File: config.mk
export PLATFORM = sky130hd
export DESIGN_NAME = serial_frame_ctrl
export DESIGN_NICKNAME = d
export VERILOG_FILES = /design/src/rtl/sfc_pkg.sv /design/src/rtl/sfc_clkdiv.sv /design/src/rtl/sfc_lane_seq.sv /design/src/rtl/sfc_out_shift.sv /design/src/rtl/sfc_in_shift.sv /design/src/rtl/serial_frame_ctrl.sv
export SDC_FILE = /design/constraint.sdc
export NUM_CORES = 1
export LEC_CHECK = 0
export BUFFER_PORTS_ARGS = -buffer_cell sky130_fd_sc_hd__buf_2
export CELL_PAD_IN_SITES_DETAIL_PLACEMENT = 1
export CELL_PAD_IN_SITES_GLOBAL_PLACEMENT = 1
export CORE_UTILIZATION = 42
export DETAILED_ROUTE_END_ITERATION = 8
export PLACE_DENSITY_LB_ADDON = 0.2
export SYNTH_ARGS = -nofsm -noshare
export SYNTH_HDL_FRONTEND = slang
export SYNTH_SLANG_ARGS = --single-unit
export TNS_END_PERCENT = 10
File: constraint.sdc
create_clock -name clk -period 1.9 [get_ports clk]
set_input_delay 0.095 -clock clk [delete_from_list [all_inputs] [get_ports clk]]
set_output_delay 0.095 -clock clk [all_outputs]
set_load 0.05 [all_outputs]
File: src/rtl/sfc_pkg.sv
package sfc_pkg;

  typedef enum logic [2:0] {
    ST_IDLE  = 3'd0,
    ST_PREP  = 3'd1,
    ST_SHIFT = 3'd2,
    ST_GAP   = 3'd3,
    ST_EOD   = 3'd4
  } lane_st_e;

  // Number of bits in one frame: half a word in byte mode, a whole word otherwise.
  function automatic int unsigned seg_len(input logic byte_m, input int unsigned word_w);
    return byte_m ? (word_w / 2) : word_w;
  endfunction

endpackage

File: src/rtl/sfc_clkdiv.sv
module sfc_clkdiv #(
  parameter int PH_W = 2
) (
  input  logic clk,
  input  logic rst_n,
  output logic sclk,
  output logic rise_t,
  output logic fall_t
);
  localparam logic [PH_W-1:0] PH_LAST = '1;
  localparam logic [PH_W-1:0] PH_FALL = PH_W'((1 << (PH_W - 1)) - 1);

  logic [PH_W-1:0] ph;

  always_ff @(posedge clk or negedge rst_n) begin
    if (!rst_n) ph <= '0;
    else        ph <= ph + PH_W'(1);
  end

  // Phase zero while reset is held, so the shift clock sits high.
  assign sclk   = ~ph[PH_W-1];
  assign rise_t = (ph == PH_LAST);
  assign fall_t = (ph == PH_FALL);


  sclk_high_chk: assert property (@(posedge clk) disable iff (!rst_n)
    $rose(sclk) |=> sclk);

  sclk_low_chk: assert property (@(posedge clk) disable iff (!rst_n)
    $fell(sclk) |=> !sclk);

endmodule

File: src/rtl/sfc_lane_seq.sv
module sfc_lane_seq
  import sfc_pkg::*;
#(
  parameter int WORD_W = 16
) (
  input  logic clk,
  input  logic rst_n,
  input  logic rise_t,
  input  logic fall_t,
  input  logic start,
  input  logic byte_mode,
  output logic fs_n,
  output logic eod_n,
  output logic load_o,
  output logic shift_o,
  output logic sample_o,
  output logic done_o
);
  localparam int CNT_W = $clog2(WORD_W + 1);

  lane_st_e         state, nxt;
  logic             pend, consume;
  logic             mode_q, mode_n;
  logic             half_q, half_n;
  logic [CNT_W-1:0] cnt;
  logic             seg_last;

  assign seg_last = (cnt == CNT_W'(seg_len(mode_q, WORD_W)));

  always_comb begin
    nxt     = state;
    mode_n  = mode_q;
    half_n  = half_q;
    consume = 1'b0;
    if (rise_t) begin
      unique case (state)
        ST_IDLE: if (pend) begin
          nxt     = ST_PREP;
          mode_n  = byte_mode;
          half_n  = 1'b0;
          consume = 1'b1;
        end
        ST_PREP: nxt = ST_SHIFT;
        ST_SHIFT: if (seg_last) begin
          if (mode_q && !half_q) begin
            nxt    = ST_GAP;
            half_n = 1'b1;
          end else if (mode_q) begin
            nxt = ST_IDLE;
          end else begin
            nxt = ST_EOD;
          end
        end
        ST_GAP: if (pend) begin
          nxt     = ST_SHIFT;
          consume = 1'b1;
        end
        ST_EOD: nxt = ST_IDLE;
        default: nxt = ST_IDLE;
      endcase
    end
  end

  assign load_o   = rise_t && (state == ST_IDLE) && pend;
  assign shift_o  = rise_t && (state == ST_SHIFT);
  assign sample_o = fall_t && (state == ST_SHIFT);
  assign done_o   = rise_t && (state == ST_SHIFT) && seg_last && (!mode_q || half_q);

  always_ff @(posedge clk or negedge rst_n) begin
    if (!rst_n) begin
      state  <= ST_IDLE;
      pend   <= 1'b0;
      mode_q <= 1'b0;
      half_q <= 1'b0;
      cnt    <= '0;
      fs_n   <= 1'b1;
      eod_n  <= 1'b1;
    end else begin
      state  <= nxt;
      pend   <= start | (pend & ~consume);
      mode_q <= mode_n;
      half_q <= half_n;
      if (rise_t && (nxt == ST_SHIFT) && (state != ST_SHIFT)) cnt <= '0;
      else if (sample_o)                                    cnt <= cnt + CNT_W'(1);
      fs_n   <= !(nxt == ST_SHIFT);
      eod_n  <= !((nxt == ST_GAP) || (nxt == ST_EOD) || ((nxt == ST_SHIFT) && half_n));
    end
  end


  frame_len_chk: assert property (@(posedge clk) disable iff (!rst_n)
    $rose(fs_n) |-> seg_last);

  eod_word_start_chk: assert property (@(posedge clk) disable iff (!rst_n)
    ($fell(eod_n) && !mode_q) |-> $rose(fs_n));

  eod_byte_end_chk: assert property (@(posedge clk) disable iff (!rst_n)
    (mode_q && $rose(eod_n)) |-> $rose(fs_n));

endmodule

File: src/rtl/sfc_out_shift.sv
module sfc_out_shift #(
  parameter int WORD_W = 16
) (
  input  logic              clk,
  input  logic              rst_n,
  input  logic              load,
  input  logic              shift,
  input  logic [WORD_W-1:0] word,
  output logic              sdo
);
  logic [WORD_W-1:0] sreg;

  always_ff @(posedge clk or negedge rst_n) begin
    if (!rst_n)     sreg <= '0;
    else if (load)  sreg <= word;
    else if (shift) sreg <= {sreg[WORD_W-2:0], 1'b0};
  end

  assign sdo = sreg[WORD_W-1];

endmodule

File: src/rtl/sfc_in_shift.sv
module sfc_in_shift #(
  parameter int WORD_W = 16
) (
  input  logic              clk,
  input  logic              rst_n,
  input  logic              sample,
  input  logic              done,
  input  logic              sdi,
  output logic [WORD_W-1:0] word
);
  logic [WORD_W-1:0] sreg;

  always_ff @(posedge clk or negedge rst_n) begin
    if (!rst_n) begin
      sreg <= '0;
      word <= '0;
    end else begin
      if (sample) sreg <= {sreg[WORD_W-2:0], sdi};
      if (done)   word <= sreg;
    end
  end

endmodule

File: src/rtl/serial_frame_ctrl.sv
module serial_frame_ctrl #(
  parameter int WORD_W = 16,
  parameter int PH_W   = 2
) (
  input  logic              clk,
  input  logic              rst_n,
  input  logic              byte_mode,
  input  logic              out_start,
  input  logic              in_start,
  input  logic [WORD_W-1:0] out_word,
  input  logic              sdi,
  output logic              sclk,
  output logic              fs_out_n,
  output logic              fs_in_n,
  output logic              eod_out_n,
  output logic              eod_in_n,
  output logic              sdo,
  output logic [WORD_W-1:0] in_word
);
  logic rise_t, fall_t;
  logic out_load, out_shift, out_sample, out_done;
  logic in_load, in_shift, in_sample, in_done;

  sfc_clkdiv #(.PH_W(PH_W)) u_div (
    .clk(clk), .rst_n(rst_n), .sclk(sclk), .rise_t(rise_t), .fall_t(fall_t)
  );

  sfc_lane_seq #(.WORD_W(WORD_W)) u_out_seq (
    .clk(clk), .rst_n(rst_n), .rise_t(rise_t), .fall_t(fall_t),
    .start(out_start), .byte_mode(byte_mode),
    .fs_n(fs_out_n), .eod_n(eod_out_n),
    .load_o(out_load), .shift_o(out_shift), .sample_o(out_sample), .done_o(out_done)
  );

  sfc_lane_seq #(.WORD_W(WORD_W)) u_in_seq (
    .clk(clk), .rst_n(rst_n), .rise_t(rise_t), .fall_t(fall_t),
    .start(in_start), .byte_mode(byte_mode),
    .fs_n(fs_in_n), .eod_n(eod_in_n),
    .load_o(in_load), .shift_o(in_shift), .sample_o(in_sample), .done_o(in_done)
  );

  sfc_out_shift #(.WORD_W(WORD_W)) u_out_sh (
    .clk(clk), .rst_n(rst_n), .load(out_load), .shift(out_shift),
    .word(out_word), .sdo(sdo)
  );

  sfc_in_shift #(.WORD_W(WORD_W)) u_in_sh (
    .clk(clk), .rst_n(rst_n), .sample(in_sample), .done(in_done),
    .sdi(sdi), .word(in_word)
  );


  fs_out_edge_chk: assert property (@(posedge clk) disable iff (!rst_n)
    !$stable(fs_out_n) |-> $rose(sclk));

  fs_in_edge_chk: assert property (@(posedge clk) disable iff (!rst_n)
    !$stable(fs_in_n) |-> $rose(sclk));

  sdo_edge_chk: assert property (@(posedge clk) disable iff (!rst_n)
    !$stable(sdo) |-> $rose(sclk));

  msb_ready_chk: assert property (@(posedge clk) disable iff (!rst_n)
    $fell(fs_out_n) |-> $stable(sdo));

  out_sample_chk: assert property (@(posedge clk) disable iff (!rst_n)
    out_sample |=> (!sclk && !fs_out_n));

  in_shift_chk: assert property (@(posedge clk) disable iff (!rst_n)
    in_shift |=> $rose(sclk));

  in_load_chk: assert property (@(posedge clk) disable iff (!rst_n)
    in_load |=> ($rose(sclk) && fs_in_n));

  out_done_chk: assert property (@(posedge clk) disable iff (!rst_n)
    out_done |=> $rose(fs_out_n));

endmodule

[After elaboration in Yosys (flattened, before gate mapping)]
Cells that the tools add are included.
Operators by class
  bitwise operators: 7
  muxes and demuxes: 38
  add/sub/neg operators: 3
  reduce and logical (&&, ||, !) cells: 37
  eq/ne operators: 18
Operators by type and width (number)
  $mux W3: 12
  $mux W16: 2
  $mux W5: 6
  $eq A3 B2 Y1 const B: 8
  $pmux W3 S4: 2
  $logic_and A1 B1 Y1: 16
  $mux W1: 14
  $add A5 B1 Y5 const B: 2
  $eq A5 B5 Y1: 2
  $logic_not A1 Y1: 7
  $eq A3 B1 Y1 const B: 2
  $eq A3 B3 Y1 const B: 2
  $logic_not A3 Y1: 2
  $ne A3 B2 Y1 const B: 2
  $reduce_and A3 Y1: 2
  $reduce_bool A2 Y1: 3
  $logic_or A1 B1 Y1: 5
  $pmux W1 S2: 2
  $reduce_or A2 Y1: 2
  $not A1 Y1: 3
  $add A2 B1 Y2 const B: 1
  $and A1 B1 Y1: 2
  $eq A2 B1 Y1 const B: 1
  $eq A2 B2 Y1 const B: 1
  $or A1 B1 Y1: 2
Word-level totals
  input port bits: 22
  register bits after elaboration: 76
  output and inout port bits: 22

[Logic depth before layout (Yosys ltp)]
  depth after elaboration: 10
  gate-level depth with buffers: 7
  depth with buffers taken out: 6

[Cells and area by module]
Synthesis repeated with hierarchy kept, for this count alone.
Unflattened totals
  cell total of the unflattened synthesis: 285
  area, all modules: 3601.0 um^2
By module, submodules not included
  sfc_in_shift: cells an instance 68, instances 1, area an instance 1298.7 um^2, sequential area each 800.8 um^2
  sfc_out_shift: cells an instance 69, instances 1, area an instance 742.0 um^2, sequential area each 400.4 um^2
  sfc_lane_seq (u_in_seq): cells an instance 72, instances 1, area an instance 740.7 um^2, sequential area each 327.8 um^2
  sfc_lane_seq (u_out_seq): cells an instance 69, instances 1, area an instance 733.2 um^2, sequential area each 327.8 um^2
  sfc_clkdiv: cells an instance 7, instances 1, area an instance 86.3 um^2, sequential area each 50.0 um^2

[Worst setup path after synthesis]
No wires, ideal clock.
  kind: reg-to-reg
  start point: register u_div.ph[1]
  end point: register u_in_sh.sreg[0]
  stages on the path, launching flop included: 6
  clock period less this slack: 1841 ps
  data arrival time: 1716 ps
  path slack: 59 ps
  buffers on the path: 1
  cells stage by stage: dfrtp_1 -> inv_1 -> ha_1 -> and4bb_2 -> buf_2 -> mux2_2
Between the ends
  cells in the longest elaborated chain, start to end: 2
Ends and longest elaborated chain
  start: declaration: RTL line sfc_clkdiv.sv:13  | logic [PH_W-1:0] ph;
  start signal: assignment: RTL line sfc_clkdiv.sv:17  | else ph <= ph + PH_W'(1);
  $eq A2 B1 Y1: RTL line sfc_clkdiv.sv:23  | assign fall_t = (ph == PH_FALL);
  $logic_and A1 B1 Y1: RTL line sfc_lane_seq.sv:66  | assign sample_o = fall_t && (state == ST_SHIFT);
  end signal: assignment: RTL line sfc_in_shift.sv:18  | if (sample) sreg <= {sreg[WORD_W-2:0], sdi};
  end: declaration: RTL line sfc_in_shift.sv:11  | logic [WORD_W-1:0] sreg;
No other way between the ends.
A chain may end at the register's enable or synchronous reset.

[Worst setup path in the final report]
  start point: register u_div.ph[0]
  end point: register u_in_seq.eod_n
Between the ends
  cells in the longest elaborated chain, start to end: 6
  elaborated cells on any way between the ends: 10
  those cells by class: 4 x eq/ne; 2 x mux; 4 x reduce/logical
Ends and longest elaborated chain
  $eq A2 B2 Y1 (*): RTL line sfc_clkdiv.sv:22  | assign rise_t = (ph == PH_LAST);
  $mux W3: RTL line sfc_lane_seq.sv:35  | if (rise_t) begin
  $eq A3 B2 Y1 / $eq A3 B3 Y1 (equally long branches): RTL line sfc_lane_seq.sv:86  | eod_n <= !((nxt == ST_GAP) || (nxt == ST_EOD) || ((nxt == ST_SHIFT) && half_n));
  $logic_or A1 B1 Y1 / $logic_and A1 B1 Y1 (equally long branches): RTL line sfc_lane_seq.sv:86
  $logic_or A1 B1 Y1 (*): RTL line sfc_lane_seq.sv:86
  $logic_not A1 Y1 (*): RTL line sfc_lane_seq.sv:86
  end signal: assignment: RTL line sfc_lane_seq.sv:86
  end: declaration: RTL line sfc_lane_seq.sv:13  | output logic eod_n,
Every way passes the cells marked *; elsewhere a longest branch is shown, timed or not.

==> results.json <==
{
  "htree_levels": 3,
  "syn_nets": 310,
  "initial_core_util_pct": 44.0,
  "cp.required_ps": 2160,
  "synth-edff-count": 0,
  "fill_cells": 841,
  "timing.setup.tns_ps": 0,
  "num_rows": 32,
  "clkPwrFrac_pct": 35.0,
  "min_path_type": "input port to flop",
  "cts_sinks": 76,
  "grt_max_degree": 48,
  "async_flop_share_pct": 100,
  "netlist_area_mm2": 0.00344,
  "max-vdd-ir-drop_uv": 462,
  "cts_tree": "yes",
  "root_buffer": "clkbuf_8",
  "gp_congestion": 0.828,
  "cap_viol_max_count": 0,
  "route.detailed.drc": 0,
  "fin_ws_ps": 72.1,
  "synthesis.instances": 282,
  "startpoint_type": "flop",
  "overflow": 0,
  "routedWlPerCell_um": 15.2,
  "hold_violations": 0,
  "antenna_found_initial": 0,
  "final_common_cell": "dfrtp_1",
  "drt-pass1-iter-count": 4,
  "synth_ff_type": "dfrtp_1",
  "hpwl_mm": 4.75,
  "grt_pass1_vias": 2543,
  "insertion_delay_ps": 350,
  "status": "complete, no violations",
  "dr.first_iter.drc_count": 81,
  "io_buffers": 43,
  "worst_pin_slew_ps": 395,
  "drtAntennaViolNets": 0,
  "synth-seq-cells": 76,
  "multi_input_area_mm2": 0.00144,
  "reg2regPathDepth": 6,
  "slew_headroom_pct": 73.4,
  "p_total_uw": 3200,
  "area_delta_synth_final_pct": 24.9,
  "p_sw_share_pct": 26.1,
  "die_w_um": 92.4,
  "endpoint_kind": "flop",
  "setup_violations": 0,
  "fin_nets": 391,
  "via_count": 2412,
  "p_sw_uw": 834,
  "cts_buffer_depth": 2,
  "skew_ps": 9.06,
  "max_freq_mhz": 547,
  "synth.avg_cell_area_um2": 12.2,
  "cts_buffers": 9,
  "power_density_mw_per_mm2": 745,
  "via_per_inst": 5.13,
  "period_share_pct": 96.2,
  "mostFrequentLayoutCells": "72 x dfrtp_1, 42 x buf_2, 39 x nand2_1",
  "min_path_cells": 2,
  "layout-drive-gt1-share_pct": 35.1,
  "pin_count": 44,
  "coreArea_mm2": 0.00781,
  "crit_fanout": 8,
  "num_antenna_cells": 0,
  "grt_first_pass_wirelength_mm": 12.2,
  "fin_area_mm2": 0.00429,
  "pre_cts_slack_ps": -8.02,
  "die-height_um": 92.4,
  "yosysWarnings": 0,
  "worstPathArrival_ps": 2090,
  "path_class": "flop to flop",
  "leakage_uw": 0.00209,
  "yosysSeqAreaShare_pct": 55.5,
  "ys_types": 56,
  "ff_latch_area_mm2": 0.00191,
  "final-max-slew-violation-count": 0,
  "pwr-share-comb_pct": 10.7,
  "cts.reportedPaths.clkPinSlew_ps": 80,
  "dieArea_mm2": 0.00855,
  "grt_use_total_pct": 18.6,
  "seq_power_share_pct": 54.3,
  "fin_crit_ps": 1830,
  "place_area_mm2": 0.00386,
  "drt_wl_total_mm": 7.12,
  "intPower_uw": 2360
}
-- synthesized netlist by cell type (all sizes together), types with 2 or more instances --
cell type | n | area (µm²)
buf | 8 | 56.3
o21ai | 6 | 30.0
nor2 | 14 | 52.6
or3b | 2 | 20.0
nand4bb | 3 | 50.1
and3b | 2 | 17.5
xor2 | 8 | 70.1
mux2 | 34 | 420
ha | 6 | 75.1
nor3b | 2 | 15.0
a22oi | 16 | 120
nor3 | 2 | 10.0
nand4 | 4 | 25.0
o21a | 2 | 15.0
dfstp | 4 | 105
dfrtp | 72 | 1800
and4bb | 2 | 25.0
nand3 | 2 | 10.0
nor4b | 2 | 23.8
nand2b | 6 | 37.5
o31ai | 2 | 15.0
nor2b | 2 | 12.5
nand2 | 39 | 146
clkbuf | 4 | 16.3
inv | 14 | 52.6
a21oi | 3 | 15.0
-- power groups by stage --
stage	clock, µW	combinational (µW)	sequential (µW)
4_1_cts	1170	338	1740
5_1_grt	1220	379	1740
2_1_floorplan	0	148	1800
6_report	1120	341	1730
3_3_place_gp	0	298	1770
3_5_place_dp	0	306	1770
-- cell type report --
type,instances,area share [%]
Sequential cell,76,44.4
Multi-Input combinational cell,180,33.6
Timing Repair Buffer,82,13.6
Clock buffer,11,3.29
Tap cell,102,2.97
Inverter,14,1.22
Clock inverter,5,0.875
-- metrics by stage --
| stage | util, % | std cells | hold WS [ps] |
|---|---|---|---|
| 2_1_floorplan | - | 282 | -201 |
| 3_3_place_gp | 49.4 | 431 | 55.2 |
| 3_5_place_dp | 49.4 | 431 | 54.8 |
| 4_1_cts | 54.3 | 467 | 9.85 |
| 5_1_grt | 55.0 | 470 | 13.1 |
| 6_report | 55.0 | 470 | 25.0 |
-- per-layer routing --
| metal | wire length, µm | GRT usage (%) |
|---|---|---|
| met4 | 104 | 7.81 |
| met3 | 211 | 4.27 |
| met5 | 0 | 0 |
| met2 | 3590 | 31.5 |
| met1 | 3210 | 22.9 |
-- logic make-up after synthesis --
logic type	after synthesis	synth area share [%]
compound gates	41	9.14
mux	34	12.2
flops	76	55.5
buf+inv	26	3.64
fa+ha+maj	6	2.18
simple gates	90	15.0
xor+xnor	9	2.29
-- final timing paths --
path / slack, ps / startpoint / end
setup / recovery: 70 / u_div.ph[0]$_DFF_PN0_ / u_in_seq.eod_n$_DFF_PN1_
hold / removal: 20 / byte_mode / u_in_seq.mode_q$_DFFE_PN0P_
setup reg to reg: 70 / u_div.ph[0]$_DFF_PN0_ / u_in_seq.eod_n$_DFF_PN1_
hold reg to reg: 510 / u_div.ph[0]$_DFF_PN0_ / u_div.ph[0]$_DFF_PN0_
max in group asynchronous: 1060 / rst_n / u_out_seq.fs_n$_DFF_PN1_
min in group asynchronous: 220 / rst_n / u_in_seq.state[0]$_DFF_PN0_
-- sequential cells by signal, summed over array words and instances (netlist names), 2 cells and up --
signal / count
u_in_seq.state: 3
u_in_sh.word: 16
u_div.ph: 2
u_in_seq.cnt: 5
u_out_sh.sreg: 16
u_out_seq.cnt: 5
u_out_seq.state: 3
u_in_sh.sreg: 16
-- critical path: stages, from the launching register on --
cell and delay [ps]:
dfrtp_1 420, ha_4 200, buf_4 160, nand2_1 60
o31a_1 130, or4b_2 590, a22oi_1 180
-- timing repair --
item                                    CTS  global route
hold buffers                             20             0
gates resized for setup                   1             3
endpoints found under the setup margin    1             1
setup buffers                             0             3
endpoints found under the hold margin    48             0
Note: power is estimated with default switching activity, not from simulation.
